<file path="src/rtl/pdc_pkg.sv">
`timescale 1ns/1ps
package pdc_pkg;
   // Control pins carried through the synchroniser alongside the GPIO word
   typedef struct packed {
      logic sense;
      logic tmr_a;
      logic tmr_b;
      logic evt_b;
   } pdc_ctl_t;

   localparam int unsigned PDC_CTL_W = $bits(pdc_ctl_t);
   localparam int unsigned PDC_NUM_TMR = 2;

   typedef enum logic {
      PDC_MODE_NORMAL = 1'b0,
      PDC_MODE_DEMOD  = 1'b1
   } pdc_mode_e;
endpackage

</file>
<file path="src/rtl/pdc_sync.sv">
`timescale 1ns/1ps
// Multi-flop synchroniser chain, one per bit
module pdc_sync #(
   parameter int unsigned W      = 1,
   parameter int unsigned STAGES = 2
) (
   input  logic         clk,
   input  logic         rst_n,
   input  logic [W-1:0] d,
   output logic [W-1:0] q
);
   if (STAGES < 2) begin : g_bad_stages
      $error("pdc_sync: STAGES must be at least 2");
   end
   if (W < 1) begin : g_bad_w
      $error("pdc_sync: W must be at least 1");
   end

   logic [W-1:0] stg [STAGES];

   always_ff @(posedge clk or negedge rst_n) begin
      if (!rst_n) begin
         for (int i = 0; i < int'(STAGES); i++) stg[i] <= '0;
      end else begin
         stg[0] <= d;
         for (int i = 1; i < int'(STAGES); i++) stg[i] <= stg[i-1];
      end
   end

   assign q = stg[STAGES-1];
endmodule

</file>
<file path="src/rtl/pdc_edge.sv">
`timescale 1ns/1ps
// Single-cycle edge strobe; RISING selects which transition is reported
module pdc_edge #(
   parameter bit RISING = 1'b1
) (
   input  logic clk,
   input  logic rst_n,
   input  logic lvl,
   output logic pulse
);
   logic lvl_q;

   always_ff @(posedge clk or negedge rst_n) begin
      if (!rst_n) lvl_q <= 1'b0;
      else        lvl_q <= lvl;
   end

   if (RISING) begin : g_rise
      assign pulse = lvl & ~lvl_q;
   end else begin : g_fall
      assign pulse = ~lvl & lvl_q;
   end
endmodule

</file>
<file path="src/rtl/pdc_timer.sv">
`timescale 1ns/1ps
// Gated up-counter with clear priority and natural wrap
module pdc_timer #(
   parameter int unsigned W = 16
) (
   input  logic         clk,
   input  logic         rst_n,
   input  logic         gate,
   input  logic         clr,
   output logic [W-1:0] cnt
);
   if (W < 2) begin : g_bad_w
      $error("pdc_timer: W must be at least 2");
   end

   localparam logic [W-1:0] ONE = W'(1);

   always_ff @(posedge clk or negedge rst_n) begin
      if (!rst_n)    cnt <= '0;
      else if (clr)  cnt <= '0;
      else if (gate) cnt <= cnt + ONE;
   end
endmodule

</file>
<file path="src/rtl/pdc_route.sv">
`timescale 1ns/1ps
// Mode-dependent selection of timer gates, event B source and read-back bit
module pdc_route
   import pdc_pkg::*;
#(
   parameter int unsigned NUM_TMR = PDC_NUM_TMR
) (
   input  pdc_mode_e          mode,
   input  pdc_ctl_t           s_ctl,
   input  logic               s_gpio_bit,
   input  logic               fall_sense,
   input  logic               rise_evtb,
   output logic [NUM_TMR-1:0] tmr_gate,
   output logic               evt_b,
   output logic               mirror_bit
);
   if (NUM_TMR != 2) begin : g_bad_num
      $error("pdc_route: exactly two timer channels are supported");
   end

   for (genvar c = 0; c < int'(NUM_TMR); c++) begin : g_gate
      if (c == 0) begin : g_true
         // Channel A: sensed level as-is, or its own pin
         assign tmr_gate[c] = (mode == PDC_MODE_DEMOD) ? s_ctl.sense : s_ctl.tmr_a;
      end else begin : g_inv
         // Channel B: inverted sensed level, or its own pin
         assign tmr_gate[c] = (mode == PDC_MODE_DEMOD) ? ~s_ctl.sense : s_ctl.tmr_b;
      end
   end

   // Strobes are muxed after detection so a mode change creates no edge
   assign evt_b      = (mode == PDC_MODE_DEMOD) ? fall_sense : rise_evtb;
   assign mirror_bit = (mode == PDC_MODE_DEMOD) ? s_ctl.sense : s_gpio_bit;
endmodule

</file>
<file path="src/rtl/pulse_demod_capture.sv">
`timescale 1ns/1ps
module pulse_demod_capture
   import pdc_pkg::*;
#(
   parameter int unsigned CNT_W       = 16,
   parameter int unsigned GPIO_W      = 32,
   parameter int unsigned GPIO_BIT    = 31,
   parameter int unsigned SYNC_STAGES = 2
) (
   input  logic              clk,
   input  logic              rst_n,
   input  logic              demod_en,
   input  logic              sense_pin,
   input  logic              tmr_a_pin,
   input  logic              tmr_b_pin,
   input  logic              evt_b_pin,
   input  logic [GPIO_W-1:0] gpio_pin,
   input  logic              clr_a,
   input  logic              clr_b,
   output logic [CNT_W-1:0]  cnt_a,
   output logic [CNT_W-1:0]  cnt_b,
   output logic              evt_a,
   output logic              evt_b,
   output logic [GPIO_W-1:0] gpio_rd
);
   localparam int unsigned SYN_W = GPIO_W + PDC_CTL_W;

   if (GPIO_BIT >= GPIO_W) begin : g_bad_bit
      $error("pulse_demod_capture: GPIO_BIT out of range");
   end
   if (CNT_W < 2) begin : g_bad_cnt
      $error("pulse_demod_capture: CNT_W must be at least 2");
   end

   pdc_ctl_t          raw_ctl, s_ctl;
   logic [GPIO_W-1:0] s_gpio;
   logic [SYN_W-1:0]  syn_q;

   assign raw_ctl = '{sense: sense_pin, tmr_a: tmr_a_pin, tmr_b: tmr_b_pin, evt_b: evt_b_pin};

   pdc_sync #(.W(SYN_W), .STAGES(SYNC_STAGES)) u_sync (
      .clk   (clk),
      .rst_n (rst_n),
      .d     ({raw_ctl, gpio_pin}),
      .q     (syn_q)
   );

   assign s_ctl  = syn_q[SYN_W-1 -: PDC_CTL_W];
   assign s_gpio = syn_q[GPIO_W-1:0];

   // Edge strobes on synchronised levels
   logic rise_sense, fall_sense, rise_evtb;

   pdc_edge #(.RISING(1'b1)) u_rise_sense (
      .clk(clk), .rst_n(rst_n), .lvl(s_ctl.sense), .pulse(rise_sense));
   pdc_edge #(.RISING(1'b0)) u_fall_sense (
      .clk(clk), .rst_n(rst_n), .lvl(s_ctl.sense), .pulse(fall_sense));
   pdc_edge #(.RISING(1'b1)) u_rise_evtb (
      .clk(clk), .rst_n(rst_n), .lvl(s_ctl.evt_b), .pulse(rise_evtb));

   // Routing
   pdc_mode_e                mode;
   logic [PDC_NUM_TMR-1:0]   tmr_gate;
   logic                     mirror_bit;

   assign mode = demod_en ? PDC_MODE_DEMOD : PDC_MODE_NORMAL;

   pdc_route #(.NUM_TMR(PDC_NUM_TMR)) u_route (
      .mode       (mode),
      .s_ctl      (s_ctl),
      .s_gpio_bit (s_gpio[GPIO_BIT]),
      .fall_sense (fall_sense),
      .rise_evtb  (rise_evtb),
      .tmr_gate   (tmr_gate),
      .evt_b      (evt_b),
      .mirror_bit (mirror_bit)
   );

   assign evt_a = rise_sense;

   // Timers
   logic [PDC_NUM_TMR-1:0] tmr_clr;
   logic [CNT_W-1:0]       tmr_cnt [PDC_NUM_TMR];

   assign tmr_clr = {clr_b, clr_a};

   for (genvar c = 0; c < int'(PDC_NUM_TMR); c++) begin : g_tmr
      pdc_timer #(.W(CNT_W)) u_tmr (
         .clk   (clk),
         .rst_n (rst_n),
         .gate  (tmr_gate[c]),
         .clr   (tmr_clr[c]),
         .cnt   (tmr_cnt[c])
      );
   end

   assign cnt_a = tmr_cnt[0];
   assign cnt_b = tmr_cnt[1];

   // Read-back word with the mirrored bit substituted
   always_comb begin
      gpio_rd           = s_gpio;
      gpio_rd[GPIO_BIT] = mirror_bit;
   end
endmodule

</file>
<file path="config.mk">
export PLATFORM = sky130hd
export DESIGN_NAME = pulse_demod_capture
export DESIGN_NICKNAME = d
export VERILOG_FILES = /design/src/rtl/pdc_pkg.sv /design/src/rtl/pdc_sync.sv /design/src/rtl/pdc_edge.sv /design/src/rtl/pdc_timer.sv /design/src/rtl/pdc_route.sv /design/src/rtl/pulse_demod_capture.sv
export SDC_FILE = /design/constraint.sdc
export NUM_CORES = 1
export LEC_CHECK = 0
export CAP_MARGIN = 10
export CORE_ASPECT_RATIO = 1.75
export CORE_MARGIN = 3
export CORE_UTILIZATION = 50
export CTS_BUF_LIST = sky130_fd_sc_hd__clkbuf_8
export CTS_CLUSTER_DIAMETER = 100
export DETAILED_ROUTE_END_ITERATION = 16
export PLACE_DENSITY = 0.83
export SYNTH_ARGS = -nofsm -noshare
export SYNTH_HDL_FRONTEND = slang
export SYNTH_SLANG_ARGS = --single-unit
</file>
<file path="constraint.sdc">
create_clock -name clk -period 3.1 [get_ports clk]
set_clock_uncertainty 0.05 [all_clocks]
set_input_delay 0.31 -clock clk [delete_from_list [all_inputs] [get_ports clk]]
set_output_delay 0.31 -clock clk [all_outputs]
set_load 0.02 [all_outputs]
</file>
==> results of run 1 <==
[report_power, final]
group / total (W) / internal, W / switching (W)
sequential: 0.00146 / 0.00144 / 0.0000244
combinational: 0.000217 / 0.000109 / 0.000108
clock: 0.000761 / 0.000317 / 0.000444
total: 0.00244 / 0.00186 / 0.000576
[cell type report]
class                   instances  area (µm²)
fillers                       544        2390
flip-flops and latches        106        2650
clock buffers                  10         138
well taps                      86         108
clock inverters                 5        38.8
repair buffers                108        1090
multi-input cells             137         863
inverters                       2        7.51
[registers in the layout (all words and copies together), names as in the netlist]
register / flops
u_rise_evtb.lvl_q: 1
g_tmr.u_tmr.cnt: 32
u_sync.stg: 36
u_fall_sense.lvl_q: 1
u_sync.q: 36
[Yosys cell counts (all sizes together)]
cell     number
and4          2
dfrtp       106
a2111o        1
a21oi        12
nor3b         1
or3           7
nor2         23
xnor2         9
mux2          4
o21ai         9
nand2        15
or4           1
ha            2
nand2b        5
nor4          2
a211oi        3
and3          1
nor2b         5
nand3         6
a31o          2
buf          35
a2111oi       1
o2111ai       1
or4b          1
clkbuf        4
and2          1
xor2         10
nand4        11
inv           2
mux2i         1
nor3          1
[path summary, 6_finish.rpt]
kind / from / endpoint / slack [ns] / cells after the start
worst min-delay path: u_sync.stg[66] / u_sync.q[30] / 0.30 / 0
worst min register to register: u_sync.stg[66] / u_sync.q[30] / 0.30 / 0
worst max register to register: u_sync.q[35] / g_tmr[1].u_tmr.cnt[15] / 1.08 / 4
min in group asynchronous: rst_n / u_sync.stg[36] / 0.45 / 2
worst max-delay path: demod_en / evt_b / 0.78 / 5
max in group asynchronous: rst_n / u_sync.q[29] / 1.85 / 3
[per-stage QoR]
step	hold WS, ns	instance area, µm²	worst slack (ns)
floorplan	-0.0356	3800	1.17
global placement	0.281	4710	0.582
detailed placement	0.285	4710	0.541
CTS	0.307	4900	0.779
global route	0.304	4900	0.696
finish	0.301	4900	0.783
[cell families (layout without fill, tap and decap cells)]
logic type | after synthesis | count (layout) | share of synthesized area, %
adders and majority gates | 2 | 2 | 0.658
AOI/OAI and AO/OA | 29 | 29 | 5.07
buffers and inverters | 41 | 125 | 7.50
xor gates and xnor gates | 19 | 19 | 4.38
and+or+nand+nor | 82 | 82 | 11.2
DFF | 106 | 106 | 69.8
muxes | 5 | 5 | 1.45
[worst max-delay path: stages]
cell,delay [ns]
clkdlybuf4s50_1,0.63
nor2b_1,0.25
nand2_1,0.08
o21ai_0,0.07
clkdlybuf4s50_1,0.62
[routing by layer]
layer	share of wire [%]	vias to the layer above	GRT usage, %
met5	0	-	0
li1	-	1085	-
met4	2.3	0	8.94
met1	37	1142	19.4
met3	5.0	12	4.31
met2	56	67	30.9
[what timing repair did]
action / CTS / global route
endpoints found under the setup margin: 0 / 0
hold buffers: 1 / 0
endpoints found under the hold margin: 48 / 0
==> out/qor.txt, run 1 <==
Clock Sinks - 106
synthesized cell area - 3800 µm²
DR vias - 2306
Post-Syn Nets - 327
final setup fails - 0
Non-Filler Instances - 454
Yosys top cell area share - 69.8%
CTS tree - done
wire length per cell - 15.4 µm
pin count of the biggest net entering global routing - 59
sequential area share after synthesis - 69.8%
share of cells above drive strength 1 - 6.79%
fin nets - 407
cell type with the largest total area after synthesis - dfrtp_1
Pwr Total - 0.00244 W
Slew @ Worst Pin - 0.667 ns
RSZ-0062 raised after global routing - false
vias in the first global route - 2429
first-pass GRT wire length - 11.5 mm
root buf cell - clkbuf_8
port buffer count - 106
core area - 7280 µm²
crit start category - input port
cell total after placement - 438
clock-pin slew of the registers on the worst-case setup and hold paths - 0.10 ns
total grt overflow - 0
DR pass1 iterations - 4
routed wire length - 6.99 mm
DRT iter0 DRCs - 122
Synth area leaders - dfrtp_1 70%, buf_4 6.5%, xor2_1 2.3%, nor2_1 2.3%, xnor2_1 2.1%
number of max-cap violations - 0
P per Cell Area - 498 nW/µm²
DP HPWL - 5.16 mm
Ports - 107
final period demand of the worst path - 2.32 ns
post-route ant nets - 0
crit-path max FO - 8
Post-CTS Setup Inserts - 0
Synth Register Bits - 106
P_leak - 2.04 nW
relative max-transition margin - 55.4%
num rows - 41
Core Util, Final - 67.2%
later-pin clock latency in the skew report - 0.35 ns
pins over their slew limit - 0
initial antenna violation count - 0
die height - 121 µm
CP required - 2.74 ns
crit end category - primary output
most common cell after layout, fill and taps aside - dfrtp_1
Final period util - 74.7%
Distinct cells, synth - 33
commonest cells after routing, fill and taps aside - 106 x dfrtp_1, 105 x clkdlybuf4s50_1, 23 x nor2_1
Area Growth Syn to Fin - 28.8%
via/cell ratio - 5.08
worst min-delay path class - flip-flop to flip-flop
final hold violation count - 0
# resized after CTS - 0
Setup Total Neg Slack - 0 ns
DRC errors left - 0
die width - 71.9 µm
Bufs on Longest Clock Path - 2
H-Tree Depth - 3
cell count after synthesis - 284
GRT Resource Usage Total - 17.7%
Initial Utilization - 52.2%
die area - 8730 µm²
VDD IR max - 0.000418 V
Mean Syn Cell Area - 13.4 µm²
Ant. Diodes - 0
CP Class - input port to primary output
Ys Warns - 0
f_max - 432 MHz
gpl congestion - 0.798
outcome - finished clean
CP arrival - 1.96 ns
CTS buffer count - 9
No activity file was read; power rests on OpenSTA's default activity.
==> inputs of run 2 (changes only) <==
--- a/config.mk
+++ b/config.mk
@@ -8,11 +8,11 @@
 export CAP_MARGIN = 10
 export CORE_ASPECT_RATIO = 1.75
 export CORE_MARGIN = 3
-export CORE_UTILIZATION = 50
+export CORE_UTILIZATION = 49
 export CTS_BUF_LIST = sky130_fd_sc_hd__clkbuf_8
 export CTS_CLUSTER_DIAMETER = 100
 export DETAILED_ROUTE_END_ITERATION = 16
-export PLACE_DENSITY = 0.83
+export PLACE_DENSITY = 0.82
 export SYNTH_ARGS = -nofsm -noshare
 export SYNTH_HDL_FRONTEND = slang
 export SYNTH_SLANG_ARGS = --single-unit
==> constraint.sdc (replaced) <==
create_clock -name clk -period 2.2 [get_ports clk]
set_clock_uncertainty 0.05 [all_clocks]
set_input_delay 0.22 -clock clk [delete_from_list [all_inputs] [get_ports clk]]
set_output_delay 0.22 -clock clk [all_outputs]
set_load 0.02 [all_outputs]
==> out/qor.txt, run 2 (synthesis gave the netlist of run 1 again) <==
core area - 7390 µm²
most common cell after layout, fill and taps aside - dfrtp_1
RSZ-0062 raised after global routing - false
multi-input logic area - 863 µm²
WP depth - 4
CP Class - flip-flop to primary output
Hold Path Stages - 1
Post-CTS Setup Inserts - 0
DR vias - 2376
port buffer count - 106
vias in the first global route - 2419
Area Growth Syn to Fin - 31.4%
cell family with most CP delay - buffers and inverters
CTS buffer count - 9
r2r setup slk - 0.31 ns
busiest layer in global routing - met2
final setup fails - 0
clock-pin slew of the registers on the worst-case setup and hold paths - 0.10 ns
Switching Share - 23.4%
pin count of the biggest net entering global routing - 50
via/cell ratio - 5.12
Fill cells - 560
Ports - 107
crit start category - flip-flop
Core Util, Final - 67.6%
H-Tree Depth - 3
WHS Endpoint - u_sync.stg[54]
GR Util met3 - 4.51%
number of max-cap violations - 0
Ant. Diodes - 0
first-pass GRT wire length - 11.7 mm
Non-Filler Instances - 464
post-route ant nets - 0
Reg power frac - 57.3%
num rows - 41
Clock Sinks - 106
worst min-delay path class - input port to flip-flop
CP required - 1.93 ns
gpl congestion - 0.841
met2 GRT Util - 29.9%
initial antenna violation count - 0
Setup Total Neg Slack - 0 ns
P_leak - 2.10 nW
relative max-transition margin - 62.6%
worst hold start - gpio_pin[18]
switching pwr - 0.000840 W
die width - 72.6 µm
total grt overflow - 0
crit end category - primary output
Slew @ Worst Pin - 0.559 ns
fin nets - 416
CP max stage cell - clkdlybuf4s50_1
P per Cell Area - 719 nW/µm²
Place WS - -0.0449 ns
Initial Utilization - 51.5%
CTS tree - done
crit-path max FO - 7
Reg2Reg Capture Point - g_tmr[1].u_tmr.cnt[15]
DRC errors left - 0
GRT met1 Usage - 20.8%
Final period util - 93.5%
Register-to-Register Path Depth - 4
f_max - 486 MHz
DP HPWL - 5.15 mm
Pint - 0.00275 W
final hold violation count - 0
share of cells above drive strength 1 - 9.26%
worst path cell trace - nor2b_1, nand2_1, o21ai_0, clkdlybuf4s50_1
Bufs on Longest Clock Path - 2
GRT Resource Usage Total - 17.6%
R2R Path Start - g_tmr[1].u_tmr.cnt[3]
outcome - finished clean
DR pass1 iterations - 4
VDD IR max - 0.000632 V
logic gate share of total power - 8.8%
register area - 2650 µm²
fin worst setup slack - 0.143 ns
later-pin clock latency in the skew report - 0.37 ns
wire length per cell - 15.4 µm
DRT iter0 DRCs - 116
root buf cell - clkbuf_8
WHS - 0.228 ns
CP arrival - 1.79 ns
CP peak stage delay - 0.64 ns
commonest cells after routing, fill and taps aside - 106 x dfrtp_1, 104 x clkdlybuf4s50_1, 23 x nor2_1
die area - 8890 µm²
routed wire length - 7.16 mm
final period demand of the worst path - 2.06 ns
clock network power share - 33.9%
die height - 123 µm
cell total after placement - 447
pins over their slew limit - 0
CP bufs+invs - 1
## run 2: changes by cell type in the layout (fill, tap and decap cells not counted)
cell / before / now
clkdlybuf4s50_1: 105 / 104
clkinv_4: 1 / 0
inv_6: 1 / 2
bufinv_16: 0 / 1
dlymetal6s2s_1: 0 / 1
buf_4: 1 / 10
## run 2: cell type report
class,instances,share of cell area [%]
flip-flops and latches,106,53.1
multi-input cells,137,17.3
well taps,86,2.15
repair buffers,117,23.2
clock inverters,6,1.38
inverters,2,0.150
clock buffers,10,2.75
## run 2: routing by layer
metal	part of all wire, %	vias to the layer above
met5	0	-
met4	2.1	0
met3	5.0	18
met2	55	75
met1	38	1181
li1	-	1102
## run 2: worst max-delay path by stage
stage / from / end / slack [ns]
finish: u_sync.q[35] / evt_b / 0.14
global route: u_sync.q[35] / evt_b / 0.02
CTS: demod_en / gpio_rd[31] / 0.05
detailed placement: demod_en / g_tmr[0].u_tmr.cnt[15] / -0.04
global placement: demod_en / g_tmr[0].u_tmr.cnt[15] / -0.03
floorplan: g_tmr[1].u_tmr.cnt[3] / g_tmr[1].u_tmr.cnt[15] / 0.27
## run 2: timing repair
action,in CTS,in global routing
gates resized for setup,0,1
endpoints found under the setup margin,0,2
hold buffers,1,0
endpoints found under the hold margin,36,0
## run 2: power groups by stage
stage                     logic [W]  clock network (W)  registers, W
final                      0.000316            0.00122       0.00206
after global routing       0.000343            0.00134       0.00207
after floorplan            0.000140                  0       0.00210
after CTS                  0.000323            0.00126       0.00206
after detailed placement   0.000319                  0       0.00210
after global placement     0.000316                  0       0.00209
## run 2: through the flow
step,total power (W),area [µm²]
after CTS,0.00364,4990
final,0.00359,5000
after floorplan,0.00224,3800
after detailed placement,0.00242,4780
after global placement,0.00241,4780
after global routing,0.00375,5000
## run 2: worst register-to-register path, delay by kind of cell, from the launching register on
kind               cells  cell delay (ns)
and+or+nand+nor        2             0.51
muxes                  1             0.36
DFF                    1             0.48
AOI/OAI and AO/OA      1             0.39
==> inputs of run 3 (changes only) <==
--- a/config.mk
+++ b/config.mk
@@ -7,12 +7,12 @@
 export LEC_CHECK = 0
 export CAP_MARGIN = 10
 export CORE_ASPECT_RATIO = 1.75
-export CORE_MARGIN = 3
-export CORE_UTILIZATION = 49
+export CORE_UTILIZATION = 50
 export CTS_BUF_LIST = sky130_fd_sc_hd__clkbuf_8
 export CTS_CLUSTER_DIAMETER = 100
 export DETAILED_ROUTE_END_ITERATION = 16
 export PLACE_DENSITY = 0.82
 export SYNTH_ARGS = -nofsm -noshare
 export SYNTH_HDL_FRONTEND = slang
+export SYNTH_HIERARCHICAL = 1
 export SYNTH_SLANG_ARGS = --single-unit
==> out/qor.txt, run 3 <==
outcome - finished clean
die area - 8360 µm²
synthesized cell area - 3990 µm²
Initial Utilization - 52.4%
hold-fix buffer count after cts - 1
# resized after CTS - 0
final period demand of the worst path - 2.02 ns
P_leak - 2.15 nW
cell family with most CP delay - buffers and inverters
Ports - 107
most common flop cell mapped by yosys - dfrtp_1
post-route ant nets - 0
CP peak stage delay - 0.55 ns
core area - 7620 µm²
CTS tree - done
WP depth - 4
crit-path max FO - 5
cell type with the largest total area after synthesis - dfrtp_1
Ant. Diodes - 0
Setup Total Neg Slack - 0 ns
Clock Sinks - 107
Post-synth EDFFs - 0
Post-CTS Setup Inserts - 0
worst path cell trace - clkdlybuf4s50_1, buf_4, mux2_4, clkdlybuf4s50_1
Fill cells - 583
Register-to-Register Path Depth - 6
Mean Syn Cell Area - 13.9 µm²
final hold violation count - 0
initial antenna violation count - 0
CP required - 1.93 ns
root buf cell - clkbuf_8
Synth area leaders - dfrtp_1 67%, buf_4 7.3%, xnor2_1 3.1%, nor2_1 2.6%, nor4_2 2.5%
CTS buffer count - 9
Reg2Reg Capture Point - g_tmr[0].u_tmr/cnt[5]
crit end category - primary output
Ys Warns - 6
R2R Path Start - u_sync/q[35]
clock-pin slew of the registers on the worst-case setup and hold paths - 0.10 ns
Yosys top cell area share - 67.1%
worst setup path startpoint - demod_en
Final period util - 91.8%
Slew @ Worst Pin - 0.648 ns
DRC errors left - 0
sequential area share after synthesis - 67.1%
DR pass1 iterations - 4
Worst Setup EP - evt_b
number of max-cap violations - 0
commonest cells after routing, fill and taps aside - 107 x dfrtp_1, 105 x clkdlybuf4s50_1, 28 x nor2_1
Area Growth Syn to Fin - 29.0%
WHS - 0.235 ns
CP Class - input port to primary output
Pint - 0.00286 W
share of cells above drive strength 1 - 14.1%
gpl congestion - 0.802
worst min-delay path class - input port to flip-flop
final setup fails - 0
most frequent cell after synthesis - dfrtp_1
Synth Register Bits - 107
Reg power frac - 56.4%
CP max stage cell - clkdlybuf4s50_1
f_max - 495 MHz
clock network power share - 35.0%
Post-Syn Nets - 330
logic gate share of total power - 8.6%
die width - 69.5 µm
port buffer count - 106
switching pwr - 0.000832 W
Distinct cells, synth - 28
pin count of the biggest net entering global routing - 57
H-Tree Depth - 3
r2r setup slk - 0.42 ns
later-pin clock latency in the skew report - 0.36 ns
P per Cell Area - 717 nW/µm²
CP arrival - 1.75 ns
wire length per cell - 14.6 µm
die height - 120 µm
via/cell ratio - 4.90
cell count after synthesis - 287
Switching Share - 22.6%
relative max-transition margin - 56.8%
CP bufs+invs - 3
first-pass GRT wire length - 11.2 mm
crit start category - input port
pins over their slew limit - 0
DP HPWL - 4.92 mm
most common cell after layout, fill and taps aside - dfrtp_1
num rows - 42
DR vias - 2279
total grt overflow - 0
vias in the first global route - 2305
DRT iter0 DRCs - 107
most frequent cells after synthesis - 107 x dfrtp_1, 39 x buf_4, 28 x nor2_1
fin nets - 415
RSZ-0062 raised after global routing - false
GRT Resource Usage Total - 17.6%
Bufs on Longest Clock Path - 2
routed wire length - 6.78 mm
CP dominant cell by count - clkdlybuf4s50_1
Pwr Total - 0.00369 W
asr flop ratio synth - 100%
VDD IR max - 0.000488 V
-- run 3: worst min path at each step --
stage / start / endpoint / slack (ns) / depth (start not counted)
after global routing: gpio_pin[5] / u_sync/stg[41] / 0.21 / 1
after CTS: gpio_pin[15] / u_sync/stg[51] / 0.21 / 1
after floorplan: rst_n / g_tmr[0].u_tmr/cnt[0] / -0.13 / 0
after global placement: rst_n / u_sync/stg[52] / 0.22 / 1
final: gpio_pin[15] / u_sync/stg[51] / 0.24 / 1
after detailed placement: rst_n / u_sync/stg[52] / 0.24 / 1
-- run 3: cell type report --
cell class / count / area [µm²] / share of cell area, %
clock inverter: 7 / 98.8 / 1.92
tap: 88 / 110 / 2.14
inverter: 9 / 33.8 / 0.656
clock buffer: 9 / 124 / 2.41
sequential: 107 / 2680 / 52.0
timing repair buffer: 119 / 1170 / 22.7
multi-input combinational: 126 / 933 / 18.1
-- run 3: logic make-up (layout without fill, tap and decap cells) --
kind of cell,after synthesis,after routing,synth area share [%]
xor+xnor,20,20,4.39
mux,8,8,2.45
compound gates,16,16,2.82
fa+ha+maj,2,2,0.627
flops,107,107,67.1
buf+inv,54,144,9.50
simple gates,80,80,13.1
-- run 3: through the flow --
stage | instances | setup WS [ns] | instance area [µm²] | utilization, %
2_1_floorplan | 287 | 0.410 | 3990 | -
3_5_place_dp | 448 | 0.0323 | 4920 | 64.5
4_1_cts | 465 | 0.167 | 5150 | 67.6
6_report | 465 | 0.181 | 5150 | 67.6
5_1_grt | 465 | 0.137 | 5150 | 67.6
3_3_place_gp | 448 | 0.0314 | 4920 | 64.5
-- run 3: power by group through the flow --
stage	Sequential, W	Combinational [W]	Clock [W]
2_1_floorplan	0.00212	0.000152	0
3_3_place_gp	0.00212	0.000317	0
3_5_place_dp	0.00212	0.000323	0
4_1_cts	0.00208	0.000325	0.00134
5_1_grt	0.00209	0.000341	0.00141
6_report	0.00208	0.000319	0.00129
-- run 3: layer usage --
layer / GRT usage (%) / part of all wire (%) / up-vias
met5: 0 / 0 / -
met4: 9.18 / 2.6 / 0
met3: 3.83 / 3.4 / 14
met2: 31.2 / 56 / 54
met1: 19.6 / 38 / 1137
li1: - / - / 1074
